### src/rtl/pwm_duty_pkg.sv
package pwm_duty_pkg;

  typedef enum logic [1:0] {
    ST_IDLE,
    ST_HIGH,
    ST_LOW
  } meas_state_t;

  // control-to-datapath strobes for one cycle
  typedef struct packed {
    logic stampRise;    // accepted rising edge: new reference
    logic stampFall;    // accepted falling edge: latch high time
    logic closePeriod;  // rising edge that completes a period
    logic timeout;      // no edge for too long
    logic clearOvf;     // restart wrap counting
    logic pinLevel;     // synchronized input level
  } meter_strobe_t;

endpackage

### src/rtl/pwm_duty_ctrl.sv
module pwm_duty_ctrl
  import pwm_duty_pkg::*;
(
  input  logic          clk,
  input  logic          rst,
  input  logic          pinRaw,
  input  logic          ovfExceeded,
  output meter_strobe_t strb
);

  logic [1:0]  syncQ;
  logic        prevLvl;
  logic        curLvl;
  logic        riseEdge;
  logic        fallEdge;
  logic        accepted;
  meas_state_t state;
  meas_state_t nextState;

  // two-stage synchronizer and edge history, no reset needed
  always_ff @(posedge clk) begin
    syncQ   <= {syncQ[0], pinRaw};
    prevLvl <= syncQ[1];
  end

  assign curLvl   = syncQ[1];
  assign riseEdge = curLvl & ~prevLvl;
  assign fallEdge = ~curLvl & prevLvl;

  always_comb begin
    strb          = '0;
    strb.pinLevel = curLvl;
    nextState     = state;
    case (state)
      ST_IDLE: if (riseEdge) begin
        strb.stampRise = 1'b1;
        nextState      = ST_HIGH;
      end
      ST_HIGH: if (fallEdge) begin
        strb.stampFall = 1'b1;
        nextState      = ST_LOW;
      end
      ST_LOW: if (riseEdge) begin
        strb.stampRise   = 1'b1;
        strb.closePeriod = 1'b1;
        nextState        = ST_HIGH;
      end
      default: nextState = ST_IDLE;
    endcase
    accepted = strb.stampRise | strb.stampFall;
    if (!accepted && ovfExceeded) begin
      strb.timeout = 1'b1;
      nextState    = ST_IDLE;
    end
    strb.clearOvf = accepted | strb.timeout;
  end

  always_ff @(posedge clk) begin
    if (rst) state <= ST_IDLE;
    else     state <= nextState;
  end

endmodule

### src/rtl/pwm_duty_div.sv
module pwm_duty_div #(
  parameter int NUM_W = 31,
  parameter int DEN_W = 25,
  parameter int Q_W   = 8
) (
  input  logic             clk,
  input  logic             rst,
  input  logic             start,
  input  logic             cancel,
  input  logic [NUM_W-1:0] num,
  input  logic [DEN_W-1:0] den,
  output logic             done,
  output logic [Q_W-1:0]   quo
);

  localparam int STEP_W = $clog2(NUM_W);

  logic              busy;
  logic [NUM_W-1:0]  numSh;
  logic [DEN_W-1:0]  denQ;
  logic [DEN_W-1:0]  rem;
  logic [STEP_W-1:0] steps;
  logic [DEN_W:0]    trial;
  logic [DEN_W:0]    diff;
  logic              fits;

  // restoring step: quotient bits shift in where numerator bits leave
  assign trial = {rem, numSh[NUM_W-1]};
  assign diff  = trial - {1'b0, denQ};
  assign fits  = ~diff[DEN_W];
  assign quo   = numSh[Q_W-1:0];

  always_ff @(posedge clk) begin
    if (rst || cancel) begin
      busy  <= 1'b0;
      done  <= 1'b0;
      numSh <= '0;
      denQ  <= '0;
      rem   <= '0;
      steps <= '0;
    end else begin
      done <= 1'b0;
      if (start) begin
        numSh <= num;
        denQ  <= den;
        rem   <= '0;
        steps <= '0;
        busy  <= 1'b1;
      end else if (busy) begin
        rem   <= fits ? diff[DEN_W-1:0] : trial[DEN_W-1:0];
        numSh <= {numSh[NUM_W-2:0], fits};
        steps <= steps + 1'b1;
        if (steps == STEP_W'(NUM_W - 1)) begin
          busy <= 1'b0;
          done <= 1'b1;
        end
      end
    end
  end

endmodule

### src/rtl/pwm_duty_dp.sv
module pwm_duty_dp
  import pwm_duty_pkg::*;
#(
  parameter int CNT_W = 16,
  parameter int OVF_W = 8
) (
  input  logic                   clk,
  input  logic                   rst,
  input  meter_strobe_t          strb,
  input  logic [OVF_W-1:0]       ovfLimit,
  output logic                   ovfExceeded,
  output logic [7:0]             dutyPct,
  output logic [CNT_W+OVF_W-1:0] highDur,
  output logic [CNT_W+OVF_W-1:0] lowDur,
  output logic                   resultValid
);

  localparam int DUR_W = CNT_W + OVF_W;
  localparam int NUM_W = DUR_W + 7;
  localparam int DEN_W = DUR_W + 1;

  logic [CNT_W-1:0] tmr;
  logic [CNT_W-1:0] refT;
  logic [OVF_W-1:0] ovfCnt;
  logic             wrap;
  logic [DUR_W-1:0] elapsed;
  logic [DEN_W-1:0] sumDur;
  logic [NUM_W-1:0] numer;
  logic             divStart;
  logic             divDone;
  logic [7:0]       divQuo;

  assign wrap        = &tmr;
  assign ovfExceeded = ovfCnt > ovfLimit;
  // extended stamp minus the 16-bit reference of the previous edge
  assign elapsed  = {ovfCnt, tmr} - {{OVF_W{1'b0}}, refT};
  assign sumDur   = {1'b0, highDur} + {1'b0, elapsed};
  assign numer    = NUM_W'(highDur) * NUM_W'(100);
  assign divStart = strb.closePeriod && (sumDur != '0);

  pwm_duty_div #(.NUM_W(NUM_W), .DEN_W(DEN_W), .Q_W(8)) u_div (
    .clk   (clk),
    .rst   (rst),
    .start (divStart),
    .cancel(strb.timeout),
    .num   (numer),
    .den   (sumDur),
    .done  (divDone),
    .quo   (divQuo)
  );

  always_ff @(posedge clk) begin
    if (rst) begin
      tmr         <= '0;
      refT        <= '0;
      ovfCnt      <= '0;
      highDur     <= '0;
      lowDur      <= '0;
      dutyPct     <= '0;
      resultValid <= 1'b0;
    end else begin
      tmr <= tmr + 1'b1;
      if (strb.clearOvf)
        ovfCnt <= wrap ? OVF_W'(1) : '0;
      else if (wrap && !(&ovfCnt))
        ovfCnt <= ovfCnt + 1'b1;
      if (strb.stampFall)   highDur <= elapsed;
      if (strb.closePeriod) lowDur  <= elapsed;
      if (strb.stampRise || strb.stampFall) refT <= tmr;
      resultValid <= 1'b0;
      if (strb.timeout) begin
        dutyPct     <= strb.pinLevel ? 8'd100 : 8'd0;
        resultValid <= 1'b1;
      end else if (divDone) begin
        dutyPct     <= divQuo;
        resultValid <= 1'b1;
      end
    end
  end

endmodule

### src/rtl/pwm_duty_meter.sv
module pwm_duty_meter
  import pwm_duty_pkg::*;
#(
  parameter int CNT_W = 16,
  parameter int OVF_W = 8
) (
  input  logic                   clk,
  input  logic                   rst,
  input  logic                   pwmIn,
  input  logic [OVF_W-1:0]       ovfLimit,
  output logic [7:0]             dutyPct,
  output logic [CNT_W+OVF_W-1:0] highTicks,
  output logic [CNT_W+OVF_W-1:0] lowTicks,
  output logic                   resultValid
);

  localparam int DUR_W = CNT_W + OVF_W;

  meter_strobe_t strb;
  logic          ovfExceeded;

  pwm_duty_ctrl u_ctrl (
    .clk        (clk),
    .rst        (rst),
    .pinRaw     (pwmIn),
    .ovfExceeded(ovfExceeded),
    .strb       (strb)
  );

  pwm_duty_dp #(.CNT_W(CNT_W), .OVF_W(OVF_W)) u_dp (
    .clk        (clk),
    .rst        (rst),
    .strb       (strb),
    .ovfLimit   (ovfLimit),
    .ovfExceeded(ovfExceeded),
    .dutyPct    (dutyPct),
    .highDur    (highTicks),
    .lowDur     (lowTicks),
    .resultValid(resultValid)
  );

endmodule

### config.mk
export PLATFORM = sky130hd
export DESIGN_NAME = pwm_duty_meter
export DESIGN_NICKNAME = d
export VERILOG_FILES = /design/src/rtl/pwm_duty_pkg.sv /design/src/rtl/pwm_duty_ctrl.sv /design/src/rtl/pwm_duty_div.sv /design/src/rtl/pwm_duty_dp.sv /design/src/rtl/pwm_duty_meter.sv
export SDC_FILE = /design/constraint.sdc
export NUM_CORES = 1
export LEC_CHECK = 0
export ABC_AREA = 1
export BUFFER_PORTS_ARGS = -buffer_cell sky130_fd_sc_hd__buf_2
export CAP_MARGIN = 20
export CORE_MARGIN = 3
export CORE_UTILIZATION = 40
export DETAILED_ROUTE_END_ITERATION = 8
export GPL_TIMING_DRIVEN = 0
export SLEW_MARGIN = 30
export SYNTH_ARGS = -nofsm -noshare
export SYNTH_HDL_FRONTEND = slang
export SYNTH_SLANG_ARGS = --single-unit
export TNS_END_PERCENT = 50
### constraint.sdc
create_clock -name clk -period 10.5 [get_ports clk]
set_input_delay 1.575 -clock clk [delete_from_list [all_inputs] [get_ports clk]]
set_output_delay 1.575 -clock clk [all_outputs]
set_load 0.02 [all_outputs]
# [Yosys cells after proc, flatten, opt, wreduce, memory -nomap -nowiden]
# Index checks and enable logic that the tools add are counted.
[word_totals] register_bits=190 latchBits=0 ramBits=0 rom_bits=0 input_bits=11 output_inout_bits=57 mem_count=0
[op_classes] n_addsub=6 multipliers=1 n_div=0 magnitude_cmp=1 n_eq_ne=5 n_shift=0 mux=24 bitwise_logic=8 reduce_logical=19
[ops] operator="$mux 31" n=2
[ops] operator="$mux 8" n=4
[ops] operator="$mul 24x5->29 const B" n=1
[ops] operator="$sub 26x25->26" n=1
[ops] operator="$add 24x24->25" n=1
[ops] operator="$mux 25" n=1
[ops] operator="$reduce_bool 25->1" n=1
[ops] operator="$sub 24x16->24" n=1
[ops] operator="$add 16x1->16 const B" n=1
[ops] operator="$reduce_and 16->1" n=1
[ops] operator="$mux 1" n=13
[ops] operator="$add 8x1->8 const B" n=1
[ops] operator="$gt 8x8->1" n=1
[ops] operator="$reduce_and 8->1" n=1
[ops] operator="$mux 7" n=1
[ops] operator="$reduce_bool 2->1" n=3
[ops] operator="$reduce_or 2->1" n=3
[ops] operator="$add 5x1->5 const B" n=1
[ops] operator="$eq 5x5->1 const B" n=1
[ops] operator="$mux 2" n=2
[ops] operator="$ne 2x1->1 const B" n=2
[ops] operator="$not 1->1" n=4
[ops] operator="$pmux 2 s2" n=1
[ops] operator="$logic_and 1x1->1" n=3
[ops] operator="9 further kinds" n=13

# [Depth between registers and ports, before layout]
# Gate-level depths: netlist (run 1).
[depth] ltp_word=10 depth_mapped=31 mapped_depth_nobuf=30

# [Hierarchy]
# A second synthesis (run 1) with hierarchy kept.
[hier_totals] hier_cells=2470 area_unflattened_um2=16042.9
[by_module_without_submodules] module="pwm_duty_dp" n_inst=1 cells_each=1449 area_per_inst_um2=9392.8 seq_area_each_um2=1941.9
[by_module_without_submodules] module="pwm_duty_div" n_inst=1 cells_each=991 area_per_inst_um2=6416.2 seq_area_each_um2=1761.7
[by_module_without_submodules] module="pwm_duty_ctrl" n_inst=1 cells_each=30 area_per_inst_um2=234.0 seq_area_each_um2=100.1

# [Worst setup path before layout (run 1)]
# Ideal clock, no wire load.
[synth_timing] path_type="register to register" from="register u_dp.refT[2]" to="register u_dp.u_div.numSh[20]" t_arrival_ns=3.750 slack_ns=6.684 path_stages_with_launch=28 path_buffers=2 path_cell_list="dfxtp_1 > inv_1 > ha_1 > a21oi_1 > o21ai_0 > a21oi_1 > inv_1 > a21oi_1 > inv_1 > nand2_1 > nand3_1 > nor2_1 > xor2_1 > ha_1 > nand2_1 > inv_1 > nand3_1 > inv_1 > a21oi_1 > a21boi_1 > nand3_1 > nor2_1 > nand3_2 > nand2_4 > buf_8 > buf_8 > nand3_2 > a21oi_2"
[synth_via] elab_chain_len=5 word_cells_on_any_way=6 cone_classes="2 x add/sub; 1 x mux; 3 x reduce/logical"
[synth_rtl] item="from (decl)" line_no="pwm_duty_dp.sv:23" text="logic [CNT_W-1:0] refT;"
[synth_rtl] item="from (signal assigned)" line_no="pwm_duty_dp.sv:69" text="if (strb.stampRise || strb.stampFall) refT <= tmr;"
[synth_rtl] item="$sub 24x16->24 *" line_no="pwm_duty_dp.sv:36" text="assign elapsed = {ovfCnt, tmr} - {{OVF_W{1'b0}}, refT};"
[synth_rtl] item="via u_dp.elapsed[21]" line_no="pwm_duty_dp.sv:26" text="logic [DUR_W-1:0] elapsed;"
[synth_rtl] item="$add 24x24->25 *" line_no="pwm_duty_dp.sv:37" text="assign sumDur = {1'b0, highDur} + {1'b0, elapsed};"
[synth_rtl] item="$reduce_bool 25->1 *" line_no="pwm_duty_dp.sv:39" text="assign divStart = strb.closePeriod && (sumDur != '0);"
[synth_rtl] item="$logic_and 1x1->1 *" line_no="pwm_duty_dp.sv:39"
[synth_rtl] item="$mux 31 / $reduce_bool 2->1 (equally long branches)"
[synth_rtl] item="to (signal assigned)" line_no="pwm_duty_div.sv:44" text="numSh <= num;"
[synth_rtl] item="to (signal assigned)" line_no="pwm_duty_div.sv:51" text="numSh <= {numSh[NUM_W-2:0], fits};"
[synth_rtl] item="to (decl)" line_no="pwm_duty_div.sv:19" text="logic [NUM_W-1:0] numSh;"
# The timed path passes the listed nets; every way through them passes the cells marked *.
# A chain may end at the register's enable or synchronous reset.

# [Worst setup path in the final report (run 1)]
[layout_timing] from="register u_dp.refT[2]" to="register u_dp.u_div.rem[17]"
[layout_via] elab_chain_len=5
[layout_rtl] item="$sub 24x16->24" line_no="pwm_duty_dp.sv:36"
[layout_rtl] item="via u_dp.elapsed[17]" line_no="pwm_duty_dp.sv:26"
[layout_rtl] item="$add 24x24->25" line_no="pwm_duty_dp.sv:37"
[layout_rtl] item="$reduce_bool 25->1" line_no="pwm_duty_dp.sv:39"
[layout_rtl] item="$logic_and 1x1->1" line_no="pwm_duty_dp.sv:39"
[layout_rtl] item="$reduce_or 2->1 (no line)"
[layout_rtl] item="to (signal assigned)" line_no="pwm_duty_div.sv:50" text="rem <= fits ? diff[DEN_W-1:0] : trial[DEN_W-1:0];"
[layout_rtl] item="to (decl)" line_no="pwm_duty_div.sv:21" text="logic [DEN_W-1:0] rem;"
# The timed path passes the listed nets, and every way through them passes these cells.

==> out/qor.txt, run 1 <==
status: completed
via count: 14100
P&R area growth vs syn: 10.4%
Syn Nets: 2408
Skew-Pair Late Insertion Delay: 0.46 ns
WL per Instance: 15.6 um
Clock power frac: 35.1%
Sw Share: 35.7%
crit path cell chain: inv_1 -> ha_1 -> a21oi_1 -> o21ai_0 -> a21oi_1 -> o21ai_0 -> a21o_1 -> a21oi_1 -> xor2_1 -> ha_1 -> a21oi_1 -> o21ai_0 -> a21oi_1 -> a21boi_1 -> nand3_1 -> nor2_1 -> nand3_2 -> nand2_4 -> buf_8 -> buf_6 -> o211ai_1 -> a21oi_1
first-pass GRT wire length: 69300 um
TritonCTS clock tree: yes
initial antenna violation count: 0
Worst Hold Class: reg -> reg
min Tclk post-route: 5.23 ns
vias in the first global route: 13400
Rows: 69
Synth async-reset ratio: 0%
placed instance area: 15600 um2
design area: 16200 um2
# resized after CTS: 0
slowest CP cell: a21oi_1
die width: 198 um
height of the die: 198 um
Overflow after GRT: 0
Critical Path AT: 5.63 ns
Critical R2R Launch: u_dp.refT[2]$_SDFFE_PP0P_
Slew headroom: 45.0%
Post-Route Skew: 0.0139 ns
Syn Area/Cell: 6.62 um2
setup slack, reg-to-reg: 5.27 ns
VDD IR max: 0.130 mV
final WL: 43200 um
Leak: 8.45 nW
Post-synth EDFFs: 0
combinational share of power: 27.8%
largest area contributor in the netlist: dfxtp_1
Final HPWL DP: 35500 um
clk sinks: 190
Cell variety after synth: 44
top post-synthesis cells by area: dfxtp_1 26%, ha_1 13%, nand2_1 11%
Routability Congestion: 0.895
critical path's largest stage delay: 0.48 ns
Slew @ Worst Pin: 0.825 ns
ANT cells: 0
part of the power in registers: 37.1%
critical path type: reg -> reg
internal power: 1.29 mW
yosys warns: 0
crit end category: flop
max-cap viol count: 0
htree depth: 4
mapped cell area: 14700 um2
Reg2Reg Depth: 22
Routed Antenna Nets: 0
CTS max path bufs: 2
Overall Global Routing Usage: 22.4%
largest net degree at the start of global routing: 18
Crit path top cell by count: a21oi_1
Inserted Clock Buffers: 17
P_sw: 0.716 mW
Worst setup SP type: flop
fmax: 0.191 GHz
endpoint of the worst register-to-register path: u_dp.u_div.rem[17]$_SDFFE_PP0P_
RSZ-0062 raised after global routing: no
total core area: 35800 um2
Initial Utilization: 41.0%
final slew viol count: 0
Die ar.: 39000 um2
initial detailed-routing violation count: 840
Commonest cells post-synth: 438 x nand2_1, 395 x inv_1, 219 x nor2_1
worst hold path depth: 0
final hold viol count: 0
via/cell ratio: 5.07
fraction of layout cells with a size suffix above 1: 7.08%
Power Dens Cells: 124 nW/um2
Cells after Synth: 2218
Post-CTS Setup Inserts: 0
Worst EP required: 10.89 ns
Hold Buf Count CTS: 0
period utilisation layout: 49.9%
CP max FO: 10
port bufs: 66
clk slew on worst S/H paths: 0.07 ns
top-area cell type share of the netlist area: 25.9%
final setup violation count: 0
worst hold path endpoint: u_ctrl.syncQ[1]$_DFF_P_
post-synthesis register bit count: 190
Layout Nets: 2493
clock root buffer: clkbuf_16
io pins: 68
start point of the worst min-delay path: u_ctrl.syncQ[0]$_DFF_P_
router iterations before antenna repair: 5
Top FF cell, synth: dfxtp_1
drt drc: 0
most frequent cell after synthesis: nand2_1
sequential area share after synthesis: 25.9%
final setup TNS: 0 ns
routing by layer:
layer	up-vias	global-route usage [%]	wire, um
li1	7290	-	-
met1	6470	29.4	20200
met3	47	3.68	1750
met4	0	5.66	853
met2	265	38.5	20400
met5	-	0	0
worst max path at each step:
stage | startpoint | to | slack [ns]
after CTS | u_dp.refT[2]$_SDFFE_PP0P_ | u_dp.u_div.rem[17]$_SDFFE_PP0P_ | 5.33
after global placement | u_dp.refT[2]$_SDFFE_PP0P_ | u_dp.u_div.numSh[21]$_SDFFE_PP0P_ | 5.46
after global routing | u_dp.refT[2]$_SDFFE_PP0P_ | u_dp.u_div.numSh[4]$_SDFFE_PP0P_ | 4.92
after detailed placement | u_dp.refT[2]$_SDFFE_PP0P_ | u_dp.u_div.numSh[21]$_SDFFE_PP0P_ | 5.39
after floorplan | u_dp.refT[2]$_SDFFE_PP0P_ | u_dp.u_div.numSh[20]$_SDFFE_PP0P_ | 6.68
final | u_dp.refT[2]$_SDFFE_PP0P_ | u_dp.u_div.rem[17]$_SDFFE_PP0P_ | 5.27
state kept, by name (all words and copies together), names as in the netlist, 16 cells and up:
register	cells
u_dp.refT	16
u_dp.u_div.rem	25
u_dp.tmr	16
u_dp.lowDur	24
u_dp.highDur	24
u_dp.u_div.numSh	31
u_dp.u_div.denQ	25
through the flow:
| step | power (mW) | setup WS, ns | hold slack (ns) | std cells | util [%] |
|---|---|---|---|---|---|
| floorplan | 1.15 | 6.68 | 0.310 | 2218 | - |
| global placement | 1.31 | 5.46 | 0.363 | 2745 | 43.5 |
| detailed placement | 1.31 | 5.39 | 0.368 | 2745 | 43.5 |
| CTS | 2.01 | 5.33 | 0.379 | 2776 | 45.2 |
| global route | 2.11 | 4.92 | 0.376 | 2776 | 45.2 |
| finish | 2.00 | 5.27 | 0.363 | 2776 | 45.2 |
final cells by class:
type / instances / area [um2]
Buffer: 64 / 294
Clock buffer: 18 / 439
Clock inverter: 13 / 181
Fill cell: 3763 / 19600
Inverter: 407 / 1530
Multi-Input combinational cell: 1557 / 9050
Sequential cell: 190 / 3800
Tap cell: 461 / 577
Timing Repair Buffer: 66 / 330
power by group through the flow:
stage	logic (mW)	registers [mW]	clock network, mW
5_1_grt	0.626	0.746	0.738
6_report	0.557	0.744	0.703
3_5_place_dp	0.551	0.761	0
2_1_floorplan	0.392	0.761	0
3_3_place_gp	0.547	0.761	0
4_1_cts	0.554	0.744	0.714
placed cells by master (no fill, tap or decap), types with 11 or more instances in the layout:
master / n
xnor2_1: 23
nor3_1: 35
nand2_1: 438
dfxtp_1: 190
nor2_1: 219
clkbuf_16: 17
ha_1: 157
o21ai_0: 150
o211ai_1: 15
buf_2: 85
fa_1: 22
o21ai_1: 12
inv_1: 395
o21bai_1: 11
clkbuf_1: 41
nand4_1: 18
a21oi_1: 217
xor2_1: 44
nand3_1: 112
kinds of logic (layout without fill, tap and decap cells):
logic type               count (synthesis)  in the layout  share of synthesized area (%)
flip-flops                             190            190                           25.9
AO/OA/AOI/OAI                          448            448                           16.4
adder cells (fa/ha/maj)                179            179                           16.4
AND/OR/NAND/NOR                        862            862                           24.8
multiplexers                             1              1                         0.0682
buffers and inverters                  471            568                           12.4
XOR/XNOR                                67             67                           4.00
worst max-delay path, delay by kind of cell, from the launching register on:
family | cells | cell delay (ns)
AND/OR/NAND/NOR | 4 | 0.63
adder cells (fa/ha/maj) | 2 | 0.79
buffers and inverters | 3 | 0.38
flip-flops | 1 | 0.31
XOR/XNOR | 1 | 0.45
AO/OA/AOI/OAI | 12 | 2.60
(Power assumes the default switching activity.)
==> run 2: changes to the inputs <==
==> constraint.sdc (replaced) <==
create_clock -name clk -period 5.3 [get_ports clk]
set_input_delay 0.795 -clock clk [delete_from_list [all_inputs] [get_ports clk]]
set_output_delay 0.795 -clock clk [all_outputs]
set_load 0.02 [all_outputs]
==> run 2 against run 1 <==
Final area increased by 0.25%. Die area unchanged. Combinational power increased by 99%. Register-to-register slack got worse by 4.9 ns. Critical path type unchanged.
==> out/qor.txt, run 2 (synthesis gave the netlist of run 1 again) <==
total core area: 35800 um2 (unchanged)
Post-Route Skew: 0.0121 ns (-0.00176 ns)
initial antenna violation count: 0 (unchanged)
endpoint of the worst register-to-register path: u_dp.u_div.rem[17]$_SDFFE_PP0P_
Worst EP required: 5.69 ns (-5.20 ns)
final hold viol count: 0 (unchanged)
die width: 198 um (unchanged)
Initial Utilization: 41.0% (unchanged)
fmax: 0.203 GHz (+6.5%)
status: completed
critical path's largest stage delay: 0.37 ns (-0.11 ns)
most frequent cells in the layout: 438 x nand2_1, 395 x inv_1, 219 x nor2_1
clk sinks: 190 (unchanged)
via count: 14100 (unchanged)
Die ar.: 39000 um2 (unchanged)
number of flip-flops in the largest register: 31 (unchanged)
met2 Usage GRT: 38.5% (unchanged)
Critical R2R Launch: u_dp.refT[2]$_SDFFE_PP0P_
Setup Slack @ Placement: 0.191 ns (-5.20 ns)
final setup TNS: 0 ns (unchanged)
GR peak layer: met2
final setup violation count: 0 (unchanged)
Inserted Clock Buffers: 17 (unchanged)
Leak: 8.46 nW (+0.19%)
Worst Hold Class: reg -> reg
router iterations before antenna repair: 5 (unchanged)
Skew-Pair Late Insertion Delay: 0.46 ns (about the same)
Routed Antenna Nets: 0 (unchanged)
met3 Use GR: 3.68% (unchanged)
final design utilization: 45.3% (+0.12 points)
critical path type: reg -> reg
initial detailed-routing violation count: 835 (-0.60%)
largest net degree at the start of global routing: 18 (unchanged)
vias in the first global route: 13400 (unchanged)
WL per Instance: 15.5 um (-0.34%)
Slew @ Worst Pin: 0.815 ns (-0.00997 ns)
height of the die: 198 um (unchanged)
Final HPWL DP: 35500 um (unchanged)
Largest regs: u_dp.u_div.numSh: 31 flops, u_dp.u_div.denQ: 25 flops, u_dp.u_div.rem: 25 flops
setup slack, reg-to-reg: 0.38 ns (-4.88 ns)
largest register by flop count: u_dp.u_div.numSh
Rows: 69 (unchanged)
Critical Path AT: 5.31 ns (-0.32 ns)
crit path to: u_dp.u_div.rem[17]$_SDFFE_PP0P_
most common cell after layout, fill and taps aside: nand2_1
io pins: 68 (unchanged)
Overall Global Routing Usage: 22.4% (unchanged)
TritonCTS clock tree: yes
Worst setup SP type: flop
setup ws final: 0.383 ns (-4.88 ns)
Crit path top cell by count: a21oi_1
Power Dens Cells: 245 nW/um2 (+98%)
crit end category: flop
Overflow after GRT: 0 (unchanged)
Routability Congestion: 0.895 (unchanged)
RSZ-0062 raised after global routing: no
htree depth: 4 (unchanged)
met1 GRT Util: 29.4% (unchanged)
CP max FO: 10 (unchanged)
drt drc: 0 (unchanged)
Reg2Reg Depth: 25 (+14%)
VDD IR max: 0.254 mV (+96%)
port bufs: 66 (unchanged)
ANT cells: 0 (unchanged)
fraction of layout cells with a size suffix above 1: 7.38% (+0.30 points)
CTS max path bufs: 2 (unchanged)
final slew viol count: 0 (unchanged)
Layout Nets: 2494 (+0.040%)
CP startpoint: u_dp.refT[2]$_SDFFE_PP0P_
period utilisation layout: 92.8% (+43 points)
first-pass GRT wire length: 69300 um (unchanged)
clock root buffer: clkbuf_16
min Tclk post-route: 4.92 ns (-0.318 ns)
Slew headroom: 45.6% (+0.66 points)
max-cap viol count: 0 (unchanged)
Pwr Total: 3.97 mW (+98%)
slowest CP cell: ha_1
P&R area growth vs syn: 10.7%
via/cell ratio: 5.07 (about the same)
final WL: 43000 um (-0.30%)
clk slew on worst S/H paths: 0.07 ns (about the same)
==> run 2: cell types whose count changed in the layout (fill, tap and decap cells not counted), sizes merged <==
cell	before	now
buf	89	90
==> run 2: metrics by stage <==
| stage | cell area (um2) | hold WS (ns) | instances |
|---|---|---|---|
| floorplan | 14700 | 0.310 | 2218 |
| global placement | 15600 | 0.363 | 2745 |
| detailed placement | 15600 | 0.368 | 2745 |
| CTS | 16200 | 0.379 | 2776 |
| global route | 16200 | 0.376 | 2777 |
| finish | 16200 | 0.363 | 2777 |
==> run 2: repair_timing <==
item | 4_1_cts | 5_1_grt
buffers inserted | 0 | 1
hold buffers | 0 | 0
resized for setup | 0 | 6
setup endpoints to repair | 0 | 87
==> run 2: report_power, final <==
part,internal (mW),switching (mW),total [mW]
clock network,0.766,0.622,1.39
logic,0.340,0.771,1.11
registers,1.45,0.0236,1.47
total,2.56,1.42,3.97
==> run 2: how the worst min path moves through the flow <==
stage / start / to / cells after the start
finish: u_ctrl.syncQ[0]$_DFF_P_ / u_ctrl.syncQ[1]$_DFF_P_ / 0
global route: u_ctrl.syncQ[0]$_DFF_P_ / u_ctrl.syncQ[1]$_DFF_P_ / 0
CTS: u_ctrl.syncQ[0]$_DFF_P_ / u_ctrl.syncQ[1]$_DFF_P_ / 0
detailed placement: u_ctrl.syncQ[0]$_DFF_P_ / u_ctrl.syncQ[1]$_DFF_P_ / 0
global placement: u_ctrl.syncQ[0]$_DFF_P_ / u_ctrl.syncQ[1]$_DFF_P_ / 0
floorplan: u_ctrl.syncQ[0]$_DFF_P_ / u_ctrl.syncQ[1]$_DFF_P_ / 0
==> run 2: worst max-delay path, delay by kind of cell, from the launching register on <==
kind                     cells  cell delay [ns]
adder cells (fa/ha/maj)      2             0.73
flip-flops                   1             0.31
AND/OR/NAND/NOR              7             0.97
buffers and inverters        5             0.55
XOR/XNOR                     1             0.25
AO/OA/AOI/OAI               10             2.03
==> run 2: metal layers <==
metal | share of wire, % | vias up
met4 | 2.0 | 0
li1 | - | 7292
met2 | 47 | 254
met1 | 46 | 6482
met3 | 4.3 | 44
met5 | 0 | -
==> run 2: final cells by class <==
type	instances	area (um2)
inverter	407	1530
clock buffer	18	439
fill	3760	19600
multi-input combinational	1557	9080
clock inverter	13	181
buffer	64	294
timing repair buffer	67	338
sequential	190	3800
tap	461	577
==> run 3: changes to the inputs <==
--- a/config.mk
+++ b/config.mk
@@ -12,6 +12,7 @@
 export CORE_UTILIZATION = 40
 export DETAILED_ROUTE_END_ITERATION = 8
 export GPL_TIMING_DRIVEN = 0
+export REMOVE_ABC_BUFFERS = 1
 export SLEW_MARGIN = 30
 export SYNTH_ARGS = -nofsm -noshare
 export SYNTH_HDL_FRONTEND = slang
==> run 3 against run 2 <==
Non-clock buffer count fell by 57. Final area fell by 0.54%. Total power fell by 1.6%. Maximum frequency rose by 0.76%. Clock skew rose by 0.0040 ns. Critical path depth fell by 4. Die area did not move. Core utilization fell by 0.24 points. Sequential cell count did not move. Global-route usage fell by 2.2 points. Largest cell class unchanged. Clock power barely moved.
==> out/qor.txt, run 3 (synthesis gave the netlist of run 1 again) <==
status: completed
max-cap viol count: 0 (unchanged)
initial antenna violation count: 0 (unchanged)
Initial Utilization: 41.0% (unchanged)
Critical Path AT: 5.26 ns (-0.05 ns)
Slew @ Worst Pin: 1.01 ns (+0.195 ns)
htree depth: 4 (unchanged)
WL per Instance: 14.3 um (-8.0%)
fraction of layout cells with a size suffix above 1: 7.52% (+0.13 points)
most common cell after layout, fill and taps aside: nand2_1
VDD IR max: 0.238 mV (-6.5%)
critical path type: reg -> reg
fmax: 0.205 GHz (+0.76%)
Skew-Pair Late Insertion Delay: 0.46 ns (about the same)
router iterations before antenna repair: 5 (unchanged)
via count: 13600 (-3.6%)
Rows: 69 (unchanged)
port bufs: 67 (+1.5%)
Routability Congestion: 0.927 (+3.5%)
total core area: 35800 um2 (unchanged)
Clock power frac: 34.7% (-0.2 points)
largest register by flop count: u_dp.u_div.numSh
io pins: 68 (unchanged)
clk slew on worst S/H paths: 0.08 ns (about the same)
P&R area growth vs syn: 10.1%
Post-Route Skew: 0.0161 ns (+0.00398 ns)
Overall Global Routing Usage: 20.2% (-2.2 points)
height of the die: 198 um (unchanged)
period utilisation layout: 92.1% (-0.70 points)
clock root buffer: clkbuf_16
Worst setup SP type: flop
drt drc: 0 (unchanged)
Inserted Clock Buffers: 17 (unchanged)
clk sinks: 190 (unchanged)
final slew viol count: 0 (unchanged)
TritonCTS clock tree: yes
Worst Hold Class: reg -> reg
CP max FO: 48 (+38)
part of the power in registers: 37.7% (+0.6 points)
number of flip-flops in the largest register: 31 (unchanged)
Layout Nets: 2440 (-2.2%)
largest net degree at the start of global routing: 53 (+35)
P_sw: 1.37 mW (-3.3%)
Routed Antenna Nets: 0 (unchanged)
crit end category: flop
first-pass GRT wire length: 64300 um (-7.3%)
Leak: 8.39 nW (-0.88%)
Die ar.: 39000 um2 (unchanged)
internal power: 2.54 mW (-0.71%)
combinational share of power: 27.6% (-0.4 points)
Worst EP required: 5.68 ns (about the same)
final setup violation count: 0 (unchanged)
final setup TNS: 0 ns (unchanged)
Final HPWL DP: 30300 um (-15%)
final WL: 38800 um (-9.7%)
fillers: 3761 (+0.027%)
vias in the first global route: 13200 (-1.6%)
min Tclk post-route: 4.88 ns (-0.0370 ns)
initial detailed-routing violation count: 570 (-32%)
Hold Buf Count CTS: 0 (unchanged)
Power Dens Cells: 242 nW/um2 (-1.1%)
Largest regs: u_dp.u_div.numSh: 31 flops, u_dp.u_div.denQ: 25 flops, u_dp.u_div.rem: 25 flops
ANT cells: 0 (unchanged)
design area: 16200 um2 (-0.54%)
Slew headroom: 31.9% (-14 points)
placed instance area: 15400 um2 (-1.1%)
Sw Share: 35.0% (-0.61 points)
die width: 198 um (unchanged)
via/cell ratio: 4.98 (-1.7%)
final hold viol count: 0 (unchanged)
Overflow after GRT: 0 (unchanged)
CTS max path bufs: 2 (unchanged)
most frequent cells in the layout: 436 x nand2_1, 394 x inv_1, 216 x a21oi_1, 216 x nor2_1, 189 x dfxtp_1
-- run 3: layout make-up --
class | count | area (um2) | share of cell area (%)
clock buffers | 21 | 482 | 2.98
clock inverters | 10 | 126 | 0.782
well taps | 461 | 577 | 3.57
inverters | 407 | 1530 | 9.47
flip-flops and latches | 190 | 3810 | 23.6
multi-input cells | 1560 | 9190 | 56.9
repair buffers | 74 | 448 | 2.77
-- run 3: metrics by stage --
| stage | util [%] | setup WS, ns | hold slack, ns | power, mW | cells |
|---|---|---|---|---|---|
| 2_1_floorplan | - | 0.500 | 0.310 | 2.27 | 2154 |
| 3_3_place_gp | 42.7 | -1.81 | 0.312 | 2.55 | 2682 |
| 3_5_place_dp | 43.0 | -1.44 | 0.314 | 2.56 | 2686 |
| 4_1_cts | 44.9 | 0.0156 | 0.341 | 3.94 | 2722 |
| 5_1_grt | 45.1 | -0.00741 | 0.356 | 4.16 | 2723 |
| 6_report | 45.1 | 0.420 | 0.338 | 3.91 | 2723 |
-- run 3: power by group through the flow --
| stage | combinational, mW | clock, mW | sequential (mW) |
|---|---|---|---|
| after floorplan | 0.758 | 0 | 1.51 |
| after global placement | 1.05 | 0 | 1.51 |
| after detailed placement | 1.06 | 0 | 1.51 |
| after CTS | 1.07 | 1.40 | 1.47 |
| after global routing | 1.23 | 1.45 | 1.47 |
| final | 1.08 | 1.36 | 1.47 |
-- run 3: final timing paths --
kind	from	end	slack (ns)	cells after the start
worst max-delay path	u_dp.refT[2]$_SDFFE_PP0P_	u_dp.u_div.denQ[1]$_SDFFE_PP0P_	0.42	21
worst min-delay path	u_ctrl.syncQ[0]$_DFF_P_	u_ctrl.syncQ[1]$_DFF_P_	0.34	0
worst max register to register	u_dp.refT[2]$_SDFFE_PP0P_	u_dp.u_div.denQ[1]$_SDFFE_PP0P_	0.42	21
worst min register to register	u_ctrl.syncQ[0]$_DFF_P_	u_ctrl.syncQ[1]$_DFF_P_	0.34	0
-- run 3: worst max-delay path: stages (launching register included) --
cell	delay (ns)
dfxtp_1	0.31
inv_1	0.05
ha_1	0.36
a21oi_1	0.15
o21ai_1	0.15
a21oi_2	0.36
o21ai_0	0.20
a21o_1	0.24
a21oi_1	0.22
xor2_2	0.30
ha_2	0.40
a21oi_1	0.19
o21ai_0	0.17
a21oi_1	0.25
nand4_1	0.11
nand2_1	0.13
nand2_1	0.07
nor2_2	0.22
nand3_4	0.20
nand2_4	0.44
o21ai_0	0.14
a21oi_1	0.13
-- run 3: layer usage --
layer / track usage, % / vias to the layer above / wire length [um]
li1: - / 7168 / -
met1: 24.7 / 6226 / 18000
met2: 36.2 / 132 / 19000
met3: 3.41 / 44 / 1060
met4: 6.37 / 0 / 807
met5: 0 / - / 0
-- run 3: what timing repair did --
action | CTS | global route
buffers inserted | 2 | 1
cloned | 3 | 0
pin swaps | 3 | 1
setup endpoints to repair | 88 | 88
resized for setup | 5 | 12
